[src/rtl/wdt_pkg.sv]
package wdt_pkg;
  typedef enum logic [1:0] {
    SEL_COUNT  = 2'd0,
    SEL_CTRL   = 2'd1,
    SEL_STATUS = 2'd2,
    SEL_NONE   = 2'd3
  } wdt_sel_e;

  typedef struct packed {
    logic led_en;
    logic irq_en;
    logic minute;
  } wdt_ctrl_t;

  localparam int unsigned CTRL_W = $bits(wdt_ctrl_t);
endpackage

[src/rtl/wdt_prescaler.sv]
module wdt_prescaler #(
  parameter int unsigned CYC_PER_SEC = 32768
) (
  input  logic clk_i,
  input  logic rst_ni,
  input  logic clr_i,
  output logic tick_o
);
  localparam int unsigned W = (CYC_PER_SEC > 2) ? $clog2(CYC_PER_SEC) : 1;
  localparam logic [W-1:0] LAST = W'(CYC_PER_SEC - 1);

  logic [W-1:0] cnt_q;

  always_ff @(posedge clk_i or negedge rst_ni) begin
    if (!rst_ni)          cnt_q <= '0;
    else if (clr_i)       cnt_q <= '0;
    else if (cnt_q == LAST) cnt_q <= '0;
    else                  cnt_q <= cnt_q + 1'b1;
  end

  assign tick_o = (cnt_q == LAST);
endmodule

[src/rtl/wdt_unit_div.sv]
module wdt_unit_div #(
  parameter int unsigned SECS_PER_MIN = 60
) (
  input  logic clk_i,
  input  logic rst_ni,
  input  logic clr_i,
  input  logic sec_tick_i,
  input  logic minute_i,
  output logic unit_tick_o
);
  localparam int unsigned W = $clog2(SECS_PER_MIN);
  localparam logic [W-1:0] LAST = W'(SECS_PER_MIN - 1);

  logic [W-1:0] sec_q;

  always_ff @(posedge clk_i or negedge rst_ni) begin
    if (!rst_ni)      sec_q <= '0;
    else if (clr_i)   sec_q <= '0;
    else if (sec_tick_i) begin
      if (sec_q == LAST) sec_q <= '0;
      else               sec_q <= sec_q + 1'b1;
    end
  end

  assign unit_tick_o = minute_i ? (sec_tick_i && sec_q == LAST) : sec_tick_i;
endmodule

[src/rtl/wdt_counter.sv]
module wdt_counter #(
  parameter int unsigned CNT_W = 8
) (
  input  logic             clk_i,
  input  logic             rst_ni,
  input  logic             load_i,
  input  logic [CNT_W-1:0] load_val_i,
  input  logic             unit_tick_i,
  output logic [CNT_W-1:0] cnt_o,
  output logic             expire_o
);
  logic [CNT_W-1:0] cnt_q;
  logic             active;

  assign active = (cnt_q != '0);

  always_ff @(posedge clk_i or negedge rst_ni) begin
    if (!rst_ni)                  cnt_q <= '0;
    else if (load_i)              cnt_q <= load_val_i;
    else if (unit_tick_i && active) cnt_q <= cnt_q - 1'b1;
  end

  // one-cycle pulse on the 1 -> 0 step only; a held zero never re-fires
  assign expire_o = unit_tick_i && !load_i && (cnt_q == CNT_W'(1));
  assign cnt_o    = cnt_q;
endmodule

[src/rtl/wdt_event_reload.sv]
module wdt_event_reload
  import wdt_pkg::*;
#(
  parameter int unsigned CNT_W        = 8,
  parameter int unsigned CYC_PER_SEC  = 32768,
  parameter int unsigned SECS_PER_MIN = 60
) (
  input  logic             clk_i,
  input  logic             rst_ni,
  input  logic             wr_en_i,
  input  logic [1:0]       wr_sel_i,
  input  logic [CNT_W-1:0] wr_data_i,
  input  logic [1:0]       rd_sel_i,
  output logic [CNT_W-1:0] rd_data_o,
  input  logic             kbd_irq_i,
  input  logic             mouse_irq_i,
  output logic             irq_o,
  output logic             led_blink_o
);
  logic             cnt_wr, ctrl_wr, stat_clr;
  logic             evt, evt_reload, reload;
  logic [CNT_W-1:0] reload_val_q, load_val, cnt;
  wdt_ctrl_t        ctrl_q;
  logic             status_q;
  logic             sec_tick, unit_tick, expire;

  assign cnt_wr     = wr_en_i && (wr_sel_i == SEL_COUNT);
  assign ctrl_wr    = wr_en_i && (wr_sel_i == SEL_CTRL);
  assign stat_clr   = wr_en_i && (wr_sel_i == SEL_STATUS) && wr_data_i[0];
  assign evt        = kbd_irq_i || mouse_irq_i;
  assign evt_reload = evt && (reload_val_q != '0);
  assign reload     = cnt_wr || evt_reload;
  assign load_val   = cnt_wr ? wr_data_i : reload_val_q;

  always_ff @(posedge clk_i or negedge rst_ni) begin
    if (!rst_ni) begin
      reload_val_q <= '0;
      ctrl_q       <= '0;
      status_q     <= 1'b0;
    end else begin
      if (cnt_wr)       reload_val_q <= wr_data_i;
      if (ctrl_wr)      ctrl_q       <= wdt_ctrl_t'(wr_data_i[CTRL_W-1:0]);
      if (expire)       status_q     <= 1'b1;
      else if (stat_clr) status_q    <= 1'b0;
    end
  end

  wdt_prescaler #(.CYC_PER_SEC(CYC_PER_SEC)) u_presc (
    .clk_i  (clk_i),
    .rst_ni (rst_ni),
    .clr_i  (reload),
    .tick_o (sec_tick)
  );

  wdt_unit_div #(.SECS_PER_MIN(SECS_PER_MIN)) u_unit (
    .clk_i       (clk_i),
    .rst_ni      (rst_ni),
    .clr_i       (reload),
    .sec_tick_i  (sec_tick),
    .minute_i    (ctrl_q.minute),
    .unit_tick_o (unit_tick)
  );

  wdt_counter #(.CNT_W(CNT_W)) u_cnt (
    .clk_i       (clk_i),
    .rst_ni      (rst_ni),
    .load_i      (reload),
    .load_val_i  (load_val),
    .unit_tick_i (unit_tick),
    .cnt_o       (cnt),
    .expire_o    (expire)
  );

  assign irq_o       = status_q && ctrl_q.irq_en;
  assign led_blink_o = status_q && ctrl_q.led_en;

  always_comb begin
    rd_data_o = '0;
    case (rd_sel_i)
      SEL_COUNT:  rd_data_o = cnt;
      SEL_CTRL:   rd_data_o[CTRL_W-1:0] = ctrl_q;
      SEL_STATUS: rd_data_o[0] = status_q;
      default:    rd_data_o = '0;
    endcase
  end
endmodule

[config.mk]
export PLATFORM = sky130hd
export DESIGN_NAME = wdt_event_reload
export DESIGN_NICKNAME = d
export VERILOG_FILES = /design/src/rtl/wdt_pkg.sv /design/src/rtl/wdt_prescaler.sv /design/src/rtl/wdt_unit_div.sv /design/src/rtl/wdt_counter.sv /design/src/rtl/wdt_event_reload.sv
export SDC_FILE = /design/constraint.sdc
export NUM_CORES = 1
export LEC_CHECK = 0
export ABC_AREA = 0
export BUFFER_PORTS_ARGS = -buffer_cell sky130_fd_sc_hd__buf_2
export CORE_MARGIN = 4
export CORE_UTILIZATION = 45
export CTS_CLUSTER_DIAMETER = 50
export DETAILED_ROUTE_END_ITERATION = 16
export PLACE_DENSITY = 0.66
export SLEW_MARGIN = 10
export SYNTH_ARGS = -nofsm -noshare
export SYNTH_HDL_FRONTEND = slang
export SYNTH_HIERARCHICAL = 1
export SYNTH_SLANG_ARGS = --single-unit
[constraint.sdc]
create_clock -name clk_i -period 2.5 [get_ports clk_i]
set_input_delay 0.5 -clock clk_i [delete_from_list [all_inputs] [get_ports clk_i]]
set_output_delay 0.5 -clock clk_i [all_outputs]
set_load 0.02 [all_outputs]
Word level (Yosys, flattened, before mapping)
Cells that the tools add are included.
{"block": "totals", "regBits": 41, "inputBits": 17, "output_inout_bits": 10, "elab_cells": 53}
{"block": "op_classes", "addsub": 3, "eq_ne": 7, "muxes": 14, "reduce_logical": 21}
{"cell": "15-bit two-way mux", "count": 2}
{"cell": "8-bit two-way mux", "count": 3}
{"cell": "6-bit two-way mux", "count": 3}
{"cell": "8-bit nonzero test", "count": 2}
{"cell": "15-bit by 1-bit adder with 15-bit output (second input constant)", "count": 1}
{"cell": "15-bit equality test (second input constant)", "count": 1}
{"cell": "1-bit logical AND", "count": 11}
{"cell": "8-bit by 1-bit equality test with 1-bit output (second input constant)", "count": 1}
{"cell": "8-bit by 1-bit subtractor with 8-bit output (second input constant)", "count": 1}
{"cell": "6-bit by 1-bit adder with 6-bit output (second input constant)", "count": 1}
{"cell": "6-bit equality test (second input constant)", "count": 1}
{"cell": "2-bit nonzero test", "count": 3}
{"cell": "5-bit two-way mux", "count": 1}
{"cell": "2-bit by 1-bit equality test with 1-bit output (second input constant)", "count": 2}
{"cell": "2-bit equality test (second input constant)", "count": 2}
{"cell": "2-bit zero test", "count": 2}
{"cell": "2-bit case mux with 2 select lines", "count": 1}
{"cell": "1-bit two-way mux", "count": 3}
{"cell": "1-bit case mux with 3 select lines", "count": 1}
{"cell": "1-bit logical OR", "count": 2}
{"cell": "1-bit zero test", "count": 1}

Depth between registers and ports, before layout
Gate-level depths: netlist (run 1).
{"block": "depth", "depth_word": 7, "ltp_mapped": 9, "ltp_nobuf": 8}

Modules after synthesis
The synthesis (run 1) kept the hierarchy.
{"mod": "wdt_prescaler", "n_inst": 1, "cells_per_inst": 74, "area_each_um2": 792.0, "seq_area_each_um2": 375.4}
{"mod": "wdt_counter", "n_inst": 1, "cells_per_inst": 70, "area_each_um2": 636.9, "seq_area_each_um2": 200.2}
{"mod": "wdt_event_reload", "n_inst": 1, "cells_per_inst": 47, "area_each_um2": 591.8, "seq_area_each_um2": 300.3}
{"mod": "wdt_unit_div", "n_inst": 1, "cells_per_inst": 38, "area_each_um2": 352.8, "seq_area_each_um2": 150.1}

Worst setup path after synthesis (run 1)
Ideal clock, no wire load.
{"block": "synth_path", "kind": "register to register", "start": "register u_presc.cnt_q[0]", "end": "register u_cnt.cnt_q[7], in the netlist u_cnt/cnt_o[7]", "setup_time_ns": 0.124, "arrival_time_ns": 2.632, "required_ns": 2.376, "slack_ns": -0.256, "path_stages_with_launch": 10, "n_path_buf": 1, "synth_period_minus_slack_ns": 2.756, "cell_sequence": "dfrtp_1 -> ha_1 -> nand3_1 -> nor2_4 -> and3_2 -> buf_4 -> a21boi_0 -> or4b_4 -> o21a_1 -> o31a_1"}
{"block": "synth_between", "elab_chain_len": 5}
{"element": "start: declaration", "line_no": "wdt_prescaler.sv:12", "source": "logic [W-1:0] cnt_q;"}
{"element": "start signal: assignment", "line_no": "wdt_prescaler.sv:18", "source": "else cnt_q <= cnt_q + 1'b1;"}
{"element": "15-bit equality test *", "line_no": "wdt_prescaler.sv:21", "source": "assign tick_o = (cnt_q == LAST);"}
{"element": "net sec_tick", "line_no": "wdt_event_reload.sv:25", "source": "logic sec_tick, unit_tick, expire;"}
{"element": "1-bit logical AND", "line_no": "wdt_unit_div.sv:25", "source": "assign unit_tick_o = minute_i ? (sec_tick_i && sec_q == LAST) : sec_tick_i;"}
{"element": "1-bit two-way mux *", "line_no": "wdt_unit_div.sv:25"}
{"element": "net unit_tick", "line_no": "wdt_event_reload.sv:25"}
{"element": "1-bit logical AND *", "line_no": "wdt_counter.sv:20", "source": "else if (unit_tick_i && active) cnt_q <= cnt_q - 1'b1;"}
{"element": "2-bit nonzero test (no line) *"}
{"element": "end signal: assignment", "line_no": "wdt_counter.sv:19", "source": "else if (load_i) cnt_q <= load_val_i;"}
{"element": "end signal: assignment", "line_no": "wdt_counter.sv:20"}
{"element": "end: declaration", "line_no": "wdt_counter.sv:12", "source": "logic [CNT_W-1:0] cnt_q;"}
The timed path passes the listed nets; every way through them passes the cells marked *.
A chain may end at the register's enable or synchronous reset.

Worst setup path in the final report (run 1)
{"block": "layout_path", "start": "register u_presc.cnt_q[1]", "end": "register u_cnt.cnt_q[7], in the netlist u_cnt/cnt_o[7]"}
Same word-level chain as after synthesis.

==> metrics.yaml, run 1 <==
run_status:
  status: "finished, final reports clean"
worst_setup_path:
  start_kind: "flip-flop"
  path_class: "reg -> reg"
  r2r_cells: 8
  critPathMaxStageDelay_ns: 0.50
  crit_chain: "ha_2, nand3_2, nor2_4, and3_2, a21boi_4, or4b_4, o21a_1, o31a_1"
  crit_arrival_ns: 2.55
  slowest_stage: "or4b_4"
  path_max_fanout: 4
  end_kind: "flip-flop"
  required_ns: 2.68
floorplan:
  initial_core_util_pct: 46.5
  placementRows: 26
  dieArea_sq_mm: 0.00650
  io_pins: 27
  die_x_microns: 80.6
  core_sq_mm: 0.00511
  fp.dieH_microns: 80.6
timing:
  slew_viol_final: 0
  finalHoldViolCount: 0
  post-route-period-util_pct: 94.8
  clock.fmax_ghz: 0.422
  finClkSkew_ns: 0.00587
  max_slew_margin_pct: 38.3
  setup_viol: 0
  rsz0062_at_grt: "false"
  min_period_ns: 2.37
  setup_tns_ns: 0
  worst_pin_slew_ns: 0.925
cts:
  clock-sinks: 41
  htree_levels: 2
  cts_buffer_depth: 2
  path_clk_slew_ns: 0.08
  cts_tree: "built"
  cts_resized: 0
  cts_made_buffers: 5
  insertion_delay_ns: 0.30
  cts_root_buf: "clkbuf_8"
synthesis:
  synth_most_common_cell: "dfrtp_1"
  ys_top_cells_by_count: "41 x dfrtp_1, 21 x nor2_1, 13 x inv_1, 11 x mux2_2"
  async_reset_ff_share_pct: 100
  synth_top_cell_by_area: "dfrtp_1"
  synth-seq-cells: 41
  synth_cell_types: 61
  ys.flop_type: "dfrtp_1"
  syn_inst: 229
  synth_edf_count: 0
  postSynthAreaPerCell_sq_um: 10.4
  synth.area.top_cells: "dfrtp_1 43%, mux2_2 5.2%, nor2_1 3.3%"
  synth_top_area_share_pct: 43.2
  synth.yosys.seq_area_share_pct: 43.2
  syn-cell-area_sq_mm: 0.00237
  yosysWarnings: 6
  syn-num-nets: 251
drt:
  drtAntennaViolNets: 0
  wl_microns: 4860
  drtPass1Iterations: 4
  vias: 1794
  drt-initial-drc-count: 130
  vias_per_cell: 5.37
  wl_per_cell_microns: 14.6
  drcViolationCount: 0
power:
  powerDensity_mw_per_mm2: 577
  p_leak_nw: 1.15
  peakVddDrop_mv: 0.373
placement:
  port_buffers: 26
  dpl_cell_area_sq_mm: 0.00263
  place_hpwl_microns: 3490
  gp_routability_congestion: 0.807
global_routing:
  grt_pass1_wl_microns: 8350
  grt_max_degree: 42
  gr-usage-all-layers_pct: 16.7
  overflow: 0
  grt_pass1_vias: 1716
  antenna_found_initial: 0
cells_and_area:
  insertedDiodeCount: 0
  finalInstanceArea_sq_mm: 0.00274
  synthToLayoutAreaGrowth_pct: 15.4
  drive_gt1_share_pct: 31.4
  fin_nets: 285
min_path:
  worstHoldPathType: "in -> async"
run:
  cap_violations: 0
[cells in the final DEF, fill, tap and decap left out, drive strengths merged, types with 3 or more instances in the layout]
cell type	n
a21oi	3
a31o	3
a31oi	6
and2	9
and3	3
buf	32
clkbuf	7
dfrtp	41
ha	5
inv	13
mux2	12
mux2i	4
nand2	6
nand2b	4
nand3	10
nand3b	3
nand4	5
nor2	32
nor2b	3
nor3	7
nor3b	4
nor4	4
o21ai	4
or4	3
xnor2	9
xor2	3
[through the flow]
step           std cells  hold slack (ns)  power, W  utilization, %  setup slack [ns]
6_report             334            0.342   0.00158            53.6             0.129
5_1_grt              334            0.406   0.00168            53.6           0.00899
4_1_cts              333            0.371   0.00160            53.5            0.0954
3_5_place_dp         325            0.509   0.00111            51.5             0.122
3_3_place_gp         325            0.508   0.00110            51.5             0.177
2_1_floorplan        229            0.204  0.000993               -            0.0441
[logic make-up (layout without fill, tap and decap cells)]
group / count (synthesis) / in the layout / share of synthesized area [%]
xor+xnor: 12 / 12 / 4.43
compound gates: 33 / 33 / 10.9
mux: 16 / 16 / 7.54
simple gates: 104 / 104 / 27.9
flops: 41 / 41 / 43.2
buf+inv: 18 / 53 / 3.32
fa+ha+maj: 5 / 5 / 2.64
[critical path, delay by kind of cell, from the launching register on]
family	cells	cell delay [ns]
adders and majority gates	1	0.24
DFF	1	0.40
and+or+nand+nor	4	0.97
AOI/OAI and AO/OA	3	0.64
[power by group]
part,total (W),internal (W),switching (W)
Sequential,0.000804,0.000726,0.0000787
Clock,0.000483,0.000250,0.000233
Combinational,0.000293,0.000128,0.000166
Total,0.00158,0.00110,0.000477
[routing by layer]
layer  vias up  share of wire (%)  routed length (microns)  track usage [%]
met4         0                1.4                       68             5.07
met5         -                  0                        0                0
met1       858                 49                     2390             24.3
met2        47                 44                     2130             24.5
met3         5                5.8                      282             3.81
li1        884                  -                        -                -
[worst paths after layout]
path                                       start              end  slack [ns]
worst max-delay path            u_presc/cnt_q[1]   u_cnt/cnt_o[7]        0.13
worst min-delay path                      rst_ni  u_unit/sec_q[5]        0.34
worst max register to register  u_presc/cnt_q[1]   u_cnt/cnt_o[7]        0.13
worst min register to register          status_q         status_q        0.53
max in group asynchronous                 rst_ni   u_cnt/cnt_o[6]        1.58
min in group clk_i                  wr_data_i[1]        ctrl_q[1]        0.45
[registers in the layout, summed over array words and instances, names as in the netlist]
name and count:
status_q 1, u_cnt/cnt_o 8, ctrl_q 3, u_presc/cnt_q 15, reload_val_q 8, u_unit/sec_q 6
[cell type report]
type,count,area (sq um)
fill,475,2370
multi-input combinational,170,1290
sequential,41,1030
timing repair buffer,32,188
clock buffer,7,96.3
tap,70,87.6
inverter,13,48.8
clock inverter,1,5.00
[timing repair]
item                                   CTS  global route
endpoints found under the hold margin    0             0
hold buffers                             0             0
setup endpoints to repair                0             1
setup buffers                            0             1
(Power assumes the default switching activity.)
==> run 2, diff against run 1 <==
- PLACE_DENSITY: 0.66 -> 0.69
==> metrics.yaml, run 2 (synthesis results as in run 1) <==
run_status:
  status: "finished, final reports clean"  # unchanged
global_routing:
  grt_pass1_vias: 1771  # was 1716
  overflow: 0  # unchanged
  gr-usage-all-layers_pct: 16.1  # was 16.7%
  antenna_found_initial: 0  # unchanged
  grt_pass1_wl_microns: 8050  # was 8350 microns
  grt_max_degree: 42  # unchanged
timing:
  clock.fmax_ghz: 0.418  # was 0.422 GHz
  finalHoldViolCount: 0  # unchanged
  slew_viol_final: 0  # unchanged
  min_period_ns: 2.39  # was 2.37 ns
  post-route-period-util_pct: 95.7  # was 94.8%
  max_slew_margin_pct: 58.1  # was 38.3%
  setup_tns_ns: 0  # unchanged
  setup_viol: 0  # unchanged
  rsz0062_at_grt: "false"  # unchanged
  worst_pin_slew_ns: 0.624  # was 0.925 ns
  finClkSkew_ns: 0.00945  # was 0.00587 ns
cells_and_area:
  fin_nets: 289  # was 285
  nFillCells: 464  # was 475
  insertedDiodeCount: 0  # unchanged
  top_register: "u_presc/cnt_q"  # unchanged
  largest_register_ffs: 15  # unchanged
  utilization_pct: 53.7  # was 53.6%
  drive_gt1_share_pct: 31.8  # was 31.4%
  synthToLayoutAreaGrowth_pct: 15.5  # was 15.4%
  final_common_cell: "dfrtp_1"  # unchanged
  layout_common_cells: "41 x dfrtp_1, 26 x buf_2, 21 x nor2_1"  # unchanged
placement:
  gp_routability_congestion: 0.833  # was 0.807
  place_hpwl_microns: 3530  # was 3490 microns
  port_buffers: 26  # unchanged
power:
  p_leak_nw: 1.15  # about the same
  powerDensity_mw_per_mm2: 558  # was 577 mW/mm^2
  peakVddDrop_mv: 0.340  # was 0.373 mV
cts:
  cts_buffer_depth: 2  # unchanged
  htree_levels: 2  # unchanged
  clock-sinks: 41  # unchanged
  cts_resized: 0  # unchanged
  path_clk_slew_ns: 0.08  # about the same
  insertion_delay_ns: 0.29  # was 0.30 ns
  cts_tree: "built"  # unchanged
  cts_root_buf: "clkbuf_8"  # unchanged
  cts_made_buffers: 5  # unchanged
floorplan:
  fp.dieH_microns: 80.6  # unchanged
  io_pins: 27  # unchanged
  initial_core_util_pct: 46.5  # unchanged
  die_x_microns: 80.6  # unchanged
  dieArea_sq_mm: 0.00650  # unchanged
  placementRows: 26  # unchanged
  core_sq_mm: 0.00511  # unchanged
min_path:
  worstHoldPathType: "in -> async"  # unchanged
drt:
  vias: 1831  # was 1794
  wl_microns: 4740  # was 4860 microns
  wl_per_cell_microns: 14.1  # was 14.6 microns
  drcViolationCount: 0  # unchanged
  drtPass1Iterations: 4  # unchanged
  drt-initial-drc-count: 183  # was 130
  drtAntennaViolNets: 0  # unchanged
  vias_per_cell: 5.43  # was 5.37
worst_setup_path:
  path_max_fanout: 8  # was 4
  r2r_cells: 7  # was 8
  required_ns: 2.68  # about the same
  r2r_slack_ns: 0.11  # was 0.13 ns
  start_kind: "flip-flop"  # unchanged
  reg2reg_from: "u_unit/sec_q[0]"  # was u_presc/cnt_q[1]
  worstSetupEndpoint: "u_cnt/cnt_o[7]"  # unchanged
  end_kind: "flip-flop"  # unchanged
  r2r-end: "u_cnt/cnt_o[7]"  # unchanged
  crit_path_start: "u_unit/sec_q[0]"  # was u_presc/cnt_q[1]
  crit_arrival_ns: 2.57  # was 2.55 ns
  path_class: "reg -> reg"  # unchanged
run:
  cap_violations: 0  # unchanged
run 2: cell types whose count changed in the layout (fill, tap and decap cells not counted):
cell | previous run | this run
clkinv_2 | 1 | 0
buf_4 | 5 | 10
clkbuf_1 | 0 | 1
clkbuf_8 | 7 | 6
buf_12 | 1 | 0
run 2: critical path: stages, from the launching register on:
cell and delay [ns]:
dfrtp_1 0.39, ha_1 0.19, nand2b_1 0.09, or3_4 0.41
a21boi_4 0.24, or4b_4 0.52, o21a_1 0.18, o31a_1 0.26
run 2: worst min path at each step:
stage,from,endpoint,cells past startpoint
after global routing,rst_ni,status_q,2
after global placement,reload_val_q[2],reload_val_q[2],1
after detailed placement,reload_val_q[4],reload_val_q[4],1
after floorplan,rst_ni,ctrl_q[0],0
final,rst_ni,status_q,2
after CTS,rst_ni,status_q,2
run 2: area by class of cell:
type / count / area, sq um / share of cell area, %
clock buffer: 7 / 86.3 / 3.15
inverter: 13 / 48.8 / 1.78
multi-input combinational: 170 / 1290 / 47.0
sequential: 41 / 1030 / 37.4
tap: 70 / 87.6 / 3.19
timing repair buffer: 36 / 205 / 7.49
run 2: timing repair:
action	4_1_cts	5_1_grt
buffers inserted	0	1
setup endpoints to repair	0	1
hold buffers	0	0
run 2: per-stage QoR:
step	worst slack [ns]	std cells	total power, W	cell area [sq um]	hold WS, ns
after floorplan	0.0441	229	0.000993	2390	0.204
after global placement	0.168	329	0.00110	2650	0.507
after detailed placement	0.116	329	0.00110	2650	0.519
after CTS	0.0969	336	0.00155	2730	0.272
after global routing	0.00689	337	0.00161	2740	0.297
final	0.109	337	0.00153	2740	0.248
run 2: routing by layer:
metal	track usage [%]	share of wire, %	up-vias
met5	0	0	-
met4	6.25	0.57	0
met3	3.70	6.2	3
met2	24.5	45	49
met1	22.2	48	884
li1	-	-	895
run 2: report_power, final:
part           total [W]  switching (W)  internal (W)  leakage, nW
clock network   0.000438       0.000219      0.000219       0.0443
logic           0.000291       0.000163      0.000128        0.576
registers       0.000801      0.0000754      0.000726        0.532
